File: src/rtl/dq_pkg.sv
// Shared types and the pairwise ordering rule for the device load queue.
// Assumes attribute bit 1 set means the attribute permits reordering.
package dq_pkg;

    typedef logic [1:0] dev_attr_t;

    // Returns 1 when a younger load must wait for an older one to retire.
    function automatic logic pair_ordered(
        input logic      strict,
        input logic      merge_same_attr,
        input logic      same_region,
        input dev_attr_t older_attr,
        input dev_attr_t younger_attr
    );
        logic either_strong;
        logic shared_strong;
        either_strong = !older_attr[1] || !younger_attr[1];
        shared_strong = (older_attr == younger_attr) && !older_attr[1];
        return strict
            || (same_region && either_strong)
            || (!same_region && merge_same_attr && shared_strong);
    endfunction

endpackage

File: src/rtl/dq_slots.sv
// Entry storage for the device load queue: payload, occupancy, issued
// flags and an age matrix (older_q[i][j] = 1 when entry j is older than i).
// Assumes completions only name entries that are valid and issued.
module dq_slots #(
    parameter int DEPTH = 8,
    parameter int AW    = 32,
    parameter int RW    = 4,
    localparam int TAGW = $clog2(DEPTH)
) (
    input  logic                    clk,
    input  logic                    rst_n,
    input  logic                    force_strict,
    input  logic                    enq_fire,
    input  logic [AW-1:0]           enq_addr,
    input  logic [RW-1:0]           enq_region,
    input  dq_pkg::dev_attr_t       enq_attr,
    input  logic                    iss_fire,
    input  logic [TAGW-1:0]         iss_idx,
    input  logic                    cmp_valid,
    input  logic [TAGW-1:0]         cmp_tag,
    output logic [DEPTH-1:0]        valid_q,
    output logic [DEPTH-1:0]        issued_q,
    output logic [AW-1:0]           addr_q   [DEPTH],
    output logic [RW-1:0]           region_q [DEPTH],
    output dq_pkg::dev_attr_t       attr_q   [DEPTH],
    output logic [DEPTH-1:0]        older_q  [DEPTH],
    output logic [TAGW-1:0]         free_idx,
    output logic                    full
);

    logic [DEPTH-1:0] retire_hit;

    // Decode the completion tag into a per-entry strobe.
    always_comb begin
        retire_hit = '0;
        if (cmp_valid) retire_hit[cmp_tag] = 1'b1;
    end

    // Find the lowest-numbered free entry.
    always_comb begin
        free_idx = '0;
        for (int i = DEPTH - 1; i >= 0; i--)
            if (!valid_q[i]) free_idx = TAGW'(i);
    end

    assign full = &valid_q;

    // Update occupancy, issue state, payload and ages.
    always_ff @(posedge clk) begin
        if (!rst_n) begin
            valid_q  <= '0;
            issued_q <= '0;
            for (int i = 0; i < DEPTH; i++) begin
                older_q[i]  <= '0;
                addr_q[i]   <= '0;
                region_q[i] <= '0;
                attr_q[i]   <= '0;
            end
        end else begin
            for (int i = 0; i < DEPTH; i++) begin
                if (retire_hit[i]) begin
                    valid_q[i]  <= 1'b0;
                    issued_q[i] <= 1'b0;
                end
            end
            if (iss_fire) issued_q[iss_idx] <= 1'b1;
            if (enq_fire) begin
                valid_q[free_idx]  <= 1'b1;
                issued_q[free_idx] <= 1'b0;
                addr_q[free_idx]   <= enq_addr;
                region_q[free_idx] <= enq_region;
                attr_q[free_idx]   <= enq_attr;
                for (int i = 0; i < DEPTH; i++) older_q[i][free_idx] <= 1'b0;
                older_q[free_idx] <= valid_q & ~retire_hit;
            end
        end
    end

    // Assertion helpers: hazards seen from the entry being issued.
    logic strong_hazard;
    logic [TAGW-1:0] free_idx_d;
    always_comb begin
        strong_hazard = 1'b0;
        for (int j = 0; j < DEPTH; j++)
            if (valid_q[j] && older_q[iss_idx][j]
                && region_q[j] == region_q[iss_idx]
                && (!attr_q[j][1] || !attr_q[iss_idx][1]))
                strong_hazard = 1'b1;
    end
    always_ff @(posedge clk) free_idx_d <= free_idx;

    a_r1_reset_empty: assert property (@(posedge clk)
        !rst_n |=> (valid_q == '0));
    a_r2_enq_lands: assert property (@(posedge clk) disable iff (!rst_n)
        enq_fire |=> valid_q[free_idx_d] && !issued_q[free_idx_d]);
    a_r3_no_strong_bypass: assert property (@(posedge clk) disable iff (!rst_n)
        iss_fire |-> !strong_hazard);
    a_r7_single_outstanding: assert property (@(posedge clk) disable iff (!rst_n)
        (iss_fire && force_strict) |-> (issued_q == '0));
    a_r8_retire_issued: assert property (@(posedge clk) disable iff (!rst_n)
        cmp_valid |-> (valid_q[cmp_tag] && issued_q[cmp_tag]));
    a_r8_issue_unissued: assert property (@(posedge clk) disable iff (!rst_n)
        iss_fire |-> (valid_q[iss_idx] && !issued_q[iss_idx]));

endmodule

File: src/rtl/dq_pick.sv
// Issue selection: an entry is eligible when it is valid, not yet issued
// and no older valid entry orders it; the oldest eligible entry wins.
// Assumes the age matrix is a strict total order over valid entries.
module dq_pick #(
    parameter int DEPTH = 8,
    parameter int RW    = 4,
    localparam int TAGW = $clog2(DEPTH)
) (
    input  logic                clk,
    input  logic                rst_n,
    input  logic                force_strict,
    input  logic                same_attr_order,
    input  logic [DEPTH-1:0]    valid_q,
    input  logic [DEPTH-1:0]    issued_q,
    input  logic [RW-1:0]       region_q [DEPTH],
    input  dq_pkg::dev_attr_t   attr_q   [DEPTH],
    input  logic [DEPTH-1:0]    older_q  [DEPTH],
    output logic                pick_valid,
    output logic [TAGW-1:0]     pick_idx
);

    logic [DEPTH-1:0] elig;
    logic [DEPTH-1:0] pick;

    for (genvar i = 0; i < DEPTH; i++) begin : g_elig
        logic blk;
        // Scan older entries for any that order this one.
        always_comb begin
            blk = 1'b0;
            for (int j = 0; j < DEPTH; j++)
                if (valid_q[j] && older_q[i][j]
                    && dq_pkg::pair_ordered(force_strict, same_attr_order,
                                            region_q[j] == region_q[i],
                                            attr_q[j], attr_q[i]))
                    blk = 1'b1;
        end
        assign elig[i] = valid_q[i] & ~issued_q[i] & ~blk;
    end

    for (genvar i = 0; i < DEPTH; i++) begin : g_oldest
        assign pick[i] = elig[i] & ~|(elig & older_q[i]);
    end

    // Encode the winning entry.
    always_comb begin
        pick_idx = '0;
        for (int i = 0; i < DEPTH; i++)
            if (pick[i]) pick_idx = TAGW'(i);
    end

    assign pick_valid = |elig;

    a_r8_single_winner: assert property (@(posedge clk) disable iff (!rst_n)
        $onehot0(pick) && (pick_valid == (pick != '0)));

endmodule

File: src/rtl/dev_order_queue.sv
// Top of the device load ordering queue: accepts loads in program order,
// offers the oldest load the ordering rules release, and retires loads
// by tag. Assumes the bus completes only loads it accepted.
module dev_order_queue #(
    parameter int DEPTH = 8,
    parameter int AW    = 32,
    parameter int RW    = 4,
    localparam int TAGW = $clog2(DEPTH)
) (
    input  logic            clk,
    input  logic            rst_n,
    input  logic            force_strict,
    input  logic            same_attr_order,
    input  logic            enq_valid,
    output logic            enq_ready,
    input  logic [AW-1:0]   enq_addr,
    input  logic [RW-1:0]   enq_region,
    input  logic [1:0]      enq_attr,
    output logic            iss_valid,
    input  logic            iss_ready,
    output logic [AW-1:0]   iss_addr,
    output logic [TAGW-1:0] iss_tag,
    input  logic            cmp_valid,
    input  logic [TAGW-1:0] cmp_tag
);

    logic [DEPTH-1:0]   valid_q;
    logic [DEPTH-1:0]   issued_q;
    logic [AW-1:0]      addr_q   [DEPTH];
    logic [RW-1:0]      region_q [DEPTH];
    dq_pkg::dev_attr_t  attr_q   [DEPTH];
    logic [DEPTH-1:0]   older_q  [DEPTH];
    logic [TAGW-1:0]    free_idx;
    logic               full;
    logic               enq_fire;
    logic               iss_fire;

    assign enq_ready = ~full;
    assign enq_fire  = enq_valid & enq_ready;
    assign iss_fire  = iss_valid & iss_ready;
    assign iss_addr  = addr_q[iss_tag];

    dq_slots #(.DEPTH(DEPTH), .AW(AW), .RW(RW)) u_slots (
        .clk          (clk),
        .rst_n        (rst_n),
        .force_strict (force_strict),
        .enq_fire     (enq_fire),
        .enq_addr     (enq_addr),
        .enq_region   (enq_region),
        .enq_attr     (enq_attr),
        .iss_fire     (iss_fire),
        .iss_idx      (iss_tag),
        .cmp_valid    (cmp_valid),
        .cmp_tag      (cmp_tag),
        .valid_q      (valid_q),
        .issued_q     (issued_q),
        .addr_q       (addr_q),
        .region_q     (region_q),
        .attr_q       (attr_q),
        .older_q      (older_q),
        .free_idx     (free_idx),
        .full         (full)
    );

    dq_pick #(.DEPTH(DEPTH), .RW(RW)) u_pick (
        .clk             (clk),
        .rst_n           (rst_n),
        .force_strict    (force_strict),
        .same_attr_order (same_attr_order),
        .valid_q         (valid_q),
        .issued_q        (issued_q),
        .region_q        (region_q),
        .attr_q          (attr_q),
        .older_q         (older_q),
        .pick_valid      (iss_valid),
        .pick_idx        (iss_tag)
    );

    a_r2_full_blocks: assert property (@(posedge clk) disable iff (!rst_n)
        (valid_q == '1) |-> !enq_ready);

endmodule

File: config.mk
export PLATFORM = sky130hd
export DESIGN_NAME = dev_order_queue
export DESIGN_NICKNAME = d
export VERILOG_FILES = /design/src/rtl/dq_pkg.sv /design/src/rtl/dq_slots.sv /design/src/rtl/dq_pick.sv /design/src/rtl/dev_order_queue.sv
export SDC_FILE = /design/constraint.sdc
export NUM_CORES = 1
export LEC_CHECK = 0
export BUFFER_PORTS_ARGS = -buffer_cell sky130_fd_sc_hd__buf_4
export CORE_ASPECT_RATIO = 1.4
export CORE_UTILIZATION = 45
export DETAILED_ROUTE_END_ITERATION = 6
export HOLD_SLACK_MARGIN = 0.06
export PLACE_DENSITY = 0.68
export SYNTH_ARGS = -nofsm -noshare
export SYNTH_HDL_FRONTEND = slang
export SYNTH_SLANG_ARGS = --single-unit
File: constraint.sdc
create_clock -name clk -period 4.08 [get_ports clk]
set_input_delay 0 -clock clk [delete_from_list [all_inputs] [get_ports clk]]
set_output_delay 0 -clock clk [all_outputs]
set_load 0.01 [all_outputs]
==> metrics.txt, run 1 <==
Die H=257 um; Critical Path Max Stage Delay=0.49 ns; instance count on the critical path=16; Lkg Pwr=10.9 nW; FF-to-FF Start=u_slots.region_q[3]$_SDFFE_PN0P_; EDFF count, synth=0; Post-Syn Instances=2548; Ant. Diodes=0; XOR/XNOR Fraction of Synth Area=5.90%; Worst-Margin Slew=1.15 ns; R2R Path End=u_slots.issued_q[4]$_SDFF_PN0_; H-tree depth=2; MaxCap Viol Count=0; combinational family with the most area after synthesis=simple AND/OR/NAND/NOR gates; DRT iter0 DRCs=1781; WP data arrival=4.62 ns; Area Growth Syn to Fin=31.6%; Die Width=184 um; Final min period=4.62 ns; critical path required time=4.08 ns; final worst slack=-0.539 ns; Cell Rows=93; CP max stage cell=or4_1; DRT Pass-1 Iters=7; Post-Place Setup Slack=-0.266 ns; status=complete, but fails checks; peak fanout along the critical path=6; crit path cell chain=buf_6, xor2_2, nor4_2, buf_4, mux2_4, or4_1, or3_1, a221o_1, o31ai_4, nor3b_4, buf_12, buf_16, buf_12, a221oi_4, o21ai_2, buf_4; core area=0.0460 sq mm; Clk pin slew, worst setup/hold paths=0.06 ns; reg2reg setup slack=-0.12 ns; initial antenna violation count=0; multi-input logic area=0.0131 sq mm; Pins Over Slew Limit=0; synthesis warning total=0; GP Congestion=1.03; Yosys cell types=82; Mapped Area=0.0209 sq mm; global-route wire length before repair=118000 um; gr usage total=32.6%; clock latency on the worst-skew pair=0.55 ns; Register Area=0.00774 sq mm; WL per Instance=22.9 um; vias in the first global route=20200; share of cells above drive strength 1=25.4%; Via density=5.87; Core Util, Final=59.9%; full die area=0.0473 sq mm; Post-Synth Adder-Cell Area=1.68%; Nets=2875; top post-synthesis cells by area=dfxtp_1 (37%), nand2_1 (14%), a21boi_0 (11%), mux2i_1 (4.4%), xor2_1 (3.6%); post-synthesis mux area share=5.50%; Final Setup Violations=36; Compound-Gate Fraction of Synth Area=21.4%; Worst Setup End Kind=output pin; worst-case vdd ir drop=424 uV; FF+latch count, synth=384; syn avg cell area=8.21 sq um; Max Buffers Root-to-Sink=3; Final Hold Vio Count=0; Critical Path End=iss_addr[4]; CP Class=reg2out; Yosys top cell by area=dfxtp_1; Starting Density=45.5%; share of the synthesized area in the top cell type=36.8%; predominant post-synthesis flop cell=dfxtp_1; Synth async-reset ratio=0%; Design Area, Final=0.0275 sq mm; path depth of the worst reg2reg path=18; Pwr Total=8.68 mW; IO Port Bufs=84; total grt overflow=0; Routed Antenna Nets=0; Seq/Total Area, Yosys=36.8%; CP delay by family, top=simple AND/OR/NAND/NOR gates; Post-Synth Simple-Gate Area=22.2%; Cell Area, Placed=0.0232 sq mm; Mapped Nets=2624; PD cells=316 mW/mm^2; min-delay worst type=in2reg; Worst Setup SP=u_slots.region_q[3]$_SDFFE_PN0P_; clk_skew=0.0176 ns; fmax=216 MHz; Slew HR=23.2%; post-DP HPWL=49300 um; vias=20200; IO Pins=85; # fillers=3829; CTS buffer count=40; Tcrit/Tclk final=113%; DR DRC count=0; clk root buf=clkbuf_16; clk sinks=384; Worst setup SP type=flip-flop; unrepaired setup endpoints after global routing=yes; pin count of the biggest net entering global routing=158; final wirelength=79000 um; CP bufs+invs=6; CTS tree=yes; violated checks=setup timing
[worst reg2reg max path, cell delays in order (launching register included)]
cell,delay (ns)
dfxtp_2,0.33
buf_6,0.14
xor2_2,0.18
nor4_2,0.24
buf_4,0.19
mux2_4,0.33
or4_1,0.49
or3_1,0.33
a221o_1,0.35
o31ai_4,0.39
buf_6,0.20
nand2b_4,0.17
buf_12,0.15
buf_16,0.15
buf_6,0.09
buf_4,0.09
inv_2,0.04
a22oi_2,0.16
nor2_1,0.06
[per-stage QoR]
stage | hold slack, ns | std cells | setup TNS [ns]
final | 0.0411 | 3445 | -16.32
after detailed placement | 0.314 | 3248 | -5.87
after CTS | 0.124 | 3429 | -15.72
after global placement | 0.308 | 3248 | -6.95
after floorplan | 0.184 | 2548 | 0
after global routing | 0.153 | 3445 | -19.12
[placed cells by master, fill, tap and decap left out, types with 32 or more instances in the layout]
cell and n:
dfxtp_1 352, a221oi_2 35, nor4_1 35, clkbuf_16 45
mux2i_1 82, a21boi_0 312, nand2_1 762, o22a_1 32
buf_6 35, buf_4 310, dlygate4sd3_1 47, xnor2_1 47
nor2_1 82, buf_12 32, xor2_1 84, a21oi_1 48
[layout make-up]
cell class / instances / area share (%)
Clock inverter: 15 / 0.669
Clock buffer: 56 / 4.26
Multi-Input combinational cell: 1907 / 47.5
Tap cell: 617 / 2.81
Inverter: 16 / 0.237
Timing Repair Buffer: 450 / 16.4
Sequential cell: 384 / 28.2
[how the worst min path moves through the flow]
| stage | start | to | depth (start not counted) |
|---|---|---|---|
| finish | rst_n | u_slots.addr_q[254]$_SDFFE_PN0P_ | 2 |
| detailed placement | enq_addr[13] | u_slots.addr_q[237]$_SDFFE_PN0P_ | 3 |
| global placement | enq_addr[12] | u_slots.addr_q[172]$_SDFFE_PN0P_ | 3 |
| global route | rst_n | u_slots.addr_q[254]$_SDFFE_PN0P_ | 2 |
| CTS | rst_n | u_slots.valid_q[1]$_SDFF_PN0_ | 2 |
| floorplan | cmp_tag[1] | u_slots.issued_q[1]$_SDFF_PN0_ | 2 |
[synth_stat cells (32+ instances only)]
library cell	instances
nand2_1	765
dfxtp_1	384
a21boi_0	312
clkbuf_1	128
mux2i_1	92
nor2_1	90
xor2_1	87
buf_4	70
xnor2_1	52
a21oi_1	48
a221oi_1	43
nor4_1	39
o22a_1	32
[what timing repair did]
item / in CTS / in global routing
hold endpoints to repair: 319 / 0
hold buffers: 47 / 0
endpoints found under the setup margin: 39 / 42
resized for setup: 193 / 88
pin swaps: 59 / 51
gates cloned: 18 / 5
setup buffers: 47 / 17
[cells by family (layout without fill, tap and decap cells)]
family	after synthesis	count (layout)
DFF	384	384
AOI/OAI and AO/OA	573	573
xor gates and xnor gates	140	140
adders and majority gates	28	28
and+or+nand+nor	1053	1054
buffers and inverters	258	537
muxes	112	112
[where the power goes]
group	internal, mW	leakage (nW)	switching [mW]
clock network	2.21	0.661	1.60
registers	3.79	3.12	0.0418
logic	0.481	7.16	0.559
[flip-flops by register name, summed over array words and instances, names as in the netlist, named ones only]
register and count:
u_slots.addr_q 256, u_slots.older_q 56, u_slots.attr_q 16, u_slots.valid_q 8, u_slots.issued_q 8, u_slots.region_q 32
[routing by layer]
layer | vias up | part of all wire [%] | track usage [%]
li1 | 9234 | - | -
met4 | 0 | 7.8 | 23.3
met1 | 9769 | 37 | 37.1
met5 | - | 0 | 0
met3 | 299 | 6.8 | 4.06
met2 | 933 | 49 | 55.8
(Power assumes the default switching activity.)
==> run 2: changes to the inputs <==
--- a/config.mk
+++ b/config.mk
@@ -7,10 +7,13 @@
 export LEC_CHECK = 0
 export BUFFER_PORTS_ARGS = -buffer_cell sky130_fd_sc_hd__buf_4
 export CORE_ASPECT_RATIO = 1.4
+export CORE_MARGIN = 1.5
 export CORE_UTILIZATION = 45
 export DETAILED_ROUTE_END_ITERATION = 6
 export HOLD_SLACK_MARGIN = 0.06
 export PLACE_DENSITY = 0.68
+export SETUP_SLACK_MARGIN = 0.05
+export SKIP_LAST_GASP = 1
 export SYNTH_ARGS = -nofsm -noshare
 export SYNTH_HDL_FRONTEND = slang
 export SYNTH_SLANG_ARGS = --single-unit
==> metrics.txt, run 2 (synthesis gave the netlist of run 1 again) <==
crit path cell chain=buf_4, ha_1, nor4_1, mux2i_4, o311ai_2, buf_4, nor4_2, buf_4, a222oi_1, nand4_1, o211ai_4, buf_6, a21oi_4, buf_8, buf_12, a221oi_1, o21ai_1, buf_4; instance count on the critical path=18; Pins Over Slew Limit=0; final wirelength=74200 um; CTS buffer count=38; Nets=2795; vias=19600; worst-case vdd ir drop=395 uV; Internal=6.34 mW; vias in the first global route=19700; most common cell after layout, fill and taps aside=nand2_1; Max Buffers Root-to-Sink=3; clk_skew=0.0114 ns; Area Growth Syn to Fin=25.0%; PD cells=323 mW/mm^2; switching pwr=2.09 mW; initial antenna violation count=0; clock latency on the worst-skew pair=0.54 ns; share of power burned in registers=45.4%; critical path required time=4.08 ns; Sw Share=24.8%; H-tree depth=2; DRT iter0 DRCs=1717; CP Class=reg2out; WL per Instance=22.0 um; CP delay by family, top=compound AO/OA/AOI/OAI gates; Via density=5.84; final non-filler cell total=3364; Post-Place Setup Slack=-0.257 ns; max FFs per register=256; Tcrit/Tclk final=112%; gr usage total=30.2%; global-route wire length before repair=111000 um; post-DP HPWL=48700 um; Design Area, Final=0.0261 sq mm; Final Setup Violations=36; final worst slack=-0.496 ns; full die area=0.0478 sq mm; IO Pins=85; Routed Antenna Nets=0; FF-to-FF Start=u_slots.region_q[22]$_SDFFE_PN0P_; CP max stage cell=nor4_1; Ant. Diodes=0; violated checks=setup timing; GP Congestion=0.989; Largest Register=u_slots.addr_q; Critical Path Max Stage Delay=0.50 ns; min-delay worst type=in2reg; Worst setup SP type=flip-flop; Final Hold Vio Count=0; Clk pin slew, worst setup/hold paths=0.07 ns; clk sinks=384; WP data arrival=4.58 ns; Worst Setup SP=u_slots.attr_q[7]$_SDFFE_PN0P_; Die Width=185 um; Clock power frac=43.4%; IO Port Bufs=84; Die H=258 um; MaxCap Viol Count=0; Lkg Pwr=10.3 nW; Largest regs=u_slots.addr_q (256), u_slots.older_q (56), u_slots.region_q (32); CP bufs+invs=7; Worst Setup End Kind=output pin; R2R Path End=u_slots.issued_q[4]$_SDFF_PN0_; Cell Area, Placed=0.0227 sq mm; core area=0.0460 sq mm; DR DRC count=0; clk root buf=clkbuf_16; share of cells above drive strength 1=22.0%; reg2reg setup slack=-0.17 ns; # fillers=3964; Starting Density=45.5%; fmax=219 MHz; combinational power share=11.2%; Top cell by count, worst path=buf_4; Hold Slack=0.325 ns; status=complete, but fails checks; total grt overflow=0; pin count of the biggest net entering global routing=153; Final min period=4.58 ns; Worst-Margin Slew=1.26 ns; path depth of the worst reg2reg path=22; Placed Instances=3189; Slew HR=16.0%; peak fanout along the critical path=14; DRT Pass-1 Iters=5; CTS tree=yes; Cell Rows=93; Core Util, Final=56.9%; most frequent cells in the layout=nand2_1 (763), dfxtp_1 (358), a21boi_0 (312); Critical Path End=iss_addr[1]; unrepaired setup endpoints after global routing=yes
[run 2: cell types whose count changed in the layout (fill, tap and decap cells not counted), sizes merged]
cell,change
buf,-77
bufinv,-1
clkbuf,-4
dlygate4sd3,+1
clkinvlp,-3
clkinv,+3
[run 2: timing repair]
item                                    CTS  global route
hold buffers                             48             0
pin swaps                                29            31
endpoints found under the hold margin   325             0
cloned                                    6             4
setup buffers                            32            19
gates resized for setup                 142            67
endpoints found under the setup margin   41            38
[run 2: how the worst min path moves through the flow]
| stage | from | end | depth (start not counted) |
|---|---|---|---|
| 6_report | enq_addr[12] | u_slots.addr_q[108]$_SDFFE_PN0P_ | 4 |
| 4_1_cts | enq_addr[11] | u_slots.addr_q[171]$_SDFFE_PN0P_ | 4 |
| 5_1_grt | enq_addr[10] | u_slots.addr_q[106]$_SDFFE_PN0P_ | 4 |
| 3_5_place_dp | enq_addr[20] | u_slots.addr_q[84]$_SDFFE_PN0P_ | 3 |
| 3_3_place_gp | enq_addr[13] | u_slots.addr_q[237]$_SDFFE_PN0P_ | 3 |
| 2_1_floorplan | cmp_tag[1] | u_slots.issued_q[1]$_SDFF_PN0_ | 2 |
[run 2: power groups by stage]
stage / logic, mW / clock network [mW] / registers (mW)
2_1_floorplan: 0.521 / 0 / 3.90
3_3_place_gp: 0.801 / 0 / 3.91
3_5_place_dp: 0.811 / 0 / 3.91
4_1_cts: 0.897 / 3.69 / 3.83
5_1_grt: 0.996 / 3.83 / 3.83
6_report: 0.945 / 3.66 / 3.83
[run 2: per-stage QoR]
stage	power, mW	setup TNS (ns)
finish	8.43	-15.28
global route	8.66	-23.47
CTS	8.42	-12.07
detailed placement	4.72	-7.05
global placement	4.71	-5.35
floorplan	4.42	0
[run 2: area by class of cell]
type / count / area (sq um) / area share (%)
clock buffer: 54 / 1160 / 4.46
clock inverter: 14 / 134 / 0.512
inverter: 16 / 62.6 / 0.239
multi-input combinational: 1907 / 12700 / 48.7
sequential: 384 / 7740 / 29.6
tap: 617 / 772 / 2.95
timing repair buffer: 372 / 3520 / 13.5
[run 2: tightest hold or removal path, cell delays in order]
cell           delay [ns]
dlygate4sd3_1        0.53
buf_4                0.16
nand2_1              0.05
a21boi_0             0.06
[run 2: per-layer routing]
metal  track usage, %  vias to the layer above  part of all wire (%)
met5                0                        -                     0
met4             19.7                        0                   6.5
met2             52.1                      861                    49
met3             3.13                      270                   6.7
met1             35.4                     9456                    38
li1                 -                     9052                     -
==> run 3: changes to the inputs <==
--- a/config.mk
+++ b/config.mk
@@ -6,8 +6,7 @@
 export NUM_CORES = 1
 export LEC_CHECK = 0
 export BUFFER_PORTS_ARGS = -buffer_cell sky130_fd_sc_hd__buf_4
-export CORE_ASPECT_RATIO = 1.4
-export CORE_MARGIN = 1.5
+export CORE_MARGIN = 10
 export CORE_UTILIZATION = 45
 export DETAILED_ROUTE_END_ITERATION = 6
 export HOLD_SLACK_MARGIN = 0.06
@@ -16,4 +15,5 @@
 export SKIP_LAST_GASP = 1
 export SYNTH_ARGS = -nofsm -noshare
 export SYNTH_HDL_FRONTEND = slang
+export SYNTH_HIERARCHICAL = 1
 export SYNTH_SLANG_ARGS = --single-unit
==> metrics.txt, run 3 <==
CTS buffer count=42; syn avg cell area=8.48 sq um; Final min period=5.00 ns; clk root buf=clkbuf_16; most frequent cells in the layout=nand2_1 (603), dfxtp_1 (353), buf_4 (308); Die H=232 um; IO Port Bufs=84; most common cell after layout, fill and taps aside=nand2_1; Nets=2770; min-delay worst type=in2reg; Top cell by count, worst path=buf_4; Worst-Margin Slew=1.11 ns; metal2 WL=36000 um; pin count of the biggest net entering global routing=135; Starting Density=45.6%; global-route wire length before repair=119000 um; CP max stage cell=or4b_4; core area=0.0444 sq mm; Routed Antenna Nets=0; Tcrit/Tclk final=123%; setup tns final=-27.49 ns; DR DRC count=0; Pins Over Slew Limit=0; PD cells=332 mW/mm^2; Area Growth Syn to Fin=29.8%; # fillers=3750; total grt overflow=0; Clk pin slew, worst setup/hold paths=0.06 ns; DRT iter0 DRCs=2259; post-DP HPWL=50300 um; unrepaired setup endpoints after global routing=yes; Lkg Pwr=10.4 nW; reg2reg setup slack=-0.13 ns; Mapped Area=0.0203 sq mm; crit path cell chain=buf_4, xor2_1, nor4_2, buf_4, buf_4, mux2i_1, nand4_1, or4b_4, a2111oi_4, o2111ai_2, nand2b_1, o211ai_1, buf_4, buf_12, buf_12, buf_12, mux4_2, mux2_4, buf_4; Largest Register=u_slots/addr_q; Hold Slack=0.130 ns; synthesis warning total=6; Top Layer Used=met4; vias=20100; critical path required time=4.08 ns; gr usage total=28.1%; WL per Instance=23.6 um; fmax=200 MHz; peak fanout along the critical path=5; vias in the first global route=20000; IO Pins=85; H-tree depth=2; MaxCap Viol Count=0; GP Congestion=1.01; WP data arrival=5.00 ns; Mapped Nets=2467; Slew HR=26.2%; CP bufs+invs=8; full die area=0.0539 sq mm; clk sinks=384; Post-Syn Instances=2391; final worst slack=-0.921 ns; share of cells above drive strength 1=26.4%; Via density=6.05; CP delay by family, top=simple AND/OR/NAND/NOR gates; CTS tree=yes; Final Hold Vio Count=0; worst-case vdd ir drop=412 uV; clock latency on the worst-skew pair=0.59 ns; Max Buffers Root-to-Sink=3; initial antenna violation count=1; CP Class=reg2out; DRT Pass-1 Iters=6; clk_skew=0.0269 ns; final wirelength=78200 um; Worst Setup End Kind=output pin; Ant. Diodes=0; max FFs per register=256; Critical Path Max Stage Delay=0.58 ns; Final Setup Violations=43; met3 WL=7020 um; Cell Rows=77; Largest regs=u_slots/addr_q (256), u_slots/older_q (56), u_slots/region_q (32); Die Width=232 um; violated checks=setup timing; status=complete, but fails checks; WL met1=32100 um; Worst setup SP type=flip-flop
[run 3: worst register-to-register path, stage by stage, from the launching register on]
cell	delay, ns
dfxtp_4	0.37
buf_4	0.16
xor2_1	0.15
nor4_2	0.31
buf_4	0.19
buf_4	0.11
mux2i_1	0.19
nand4_1	0.17
or4b_4	0.58
a2111oi_4	0.28
o2111ai_2	0.25
buf_4	0.19
buf_4	0.13
nand3_4	0.12
buf_6	0.11
buf_6	0.08
buf_6	0.11
buf_8	0.13
buf_4	0.11
buf_6	0.08
nand4_1	0.09
a211oi_2	0.22
[run 3: what timing repair did]
item / 4_1_cts / 5_1_grt
hold buffers: 46 / 0
pin swaps: 28 / 24
setup endpoints to repair: 43 / 43
gates resized for setup: 133 / 63
setup buffers: 93 / 16
hold endpoints to repair: 335 / 0
cloned: 6 / 0
[run 3: final timing paths]
path                               startpoint                               end  depth (start not counted)
max          u_slots/region_q[4]$_SDFFE_PN0P_                       iss_addr[7]                         19
min                                 enq_valid  u_slots/older_q[48]$_SDFFE_PN0P_                          5
max reg2reg  u_slots/region_q[4]$_SDFFE_PN0P_    u_slots/issued_q[7]$_SDFF_PN0_                         21
min reg2reg   u_slots/addr_q[45]$_SDFFE_PN0P_   u_slots/addr_q[45]$_SDFFE_PN0P_                          2
[run 3: per-stage QoR]
stage	instances	worst slack, ns	cell area (sq um)	utilization [%]	power [mW]
final	3318	-0.921	26300	59.2	8.74
after global routing	3318	-1.05	26300	59.2	8.97
after CTS	3312	-0.869	26100	58.7	8.76
after detailed placement	3148	-0.492	23300	52.4	4.78
after global placement	3148	-0.473	23300	52.4	4.77
after floorplan	2391	-0.0347	20300	-	4.39
[run 3: cell type report]
| cell class | count | area [sq um] | area share, % |
|---|---|---|---|
| flip-flops and latches | 384 | 7750 | 29.5 |
| inverters | 26 | 105 | 0.400 |
| repair buffers | 456 | 4310 | 16.4 |
| multi-input cells | 1784 | 12000 | 45.6 |
| clock inverters | 16 | 211 | 0.804 |
| clock buffers | 60 | 1200 | 4.56 |
| well taps | 592 | 741 | 2.82 |
[run 3: per-layer routing]
layer  global-route usage [%]  up-vias
met4                     10.9        0
met2                     45.1     1054
met3                     5.55      206
met5                        0        -
li1                         -     9007
met1                     36.5     9817
[run 3: power breakdown]
group	total [mW]	internal [mW]	switching (mW)	leakage, nW
Clock	3.88	2.21	1.67	0.682
Sequential	3.84	3.80	0.0424	3.12
Combinational	1.02	0.478	0.546	6.62
Total	8.74	6.48	2.26	10.4
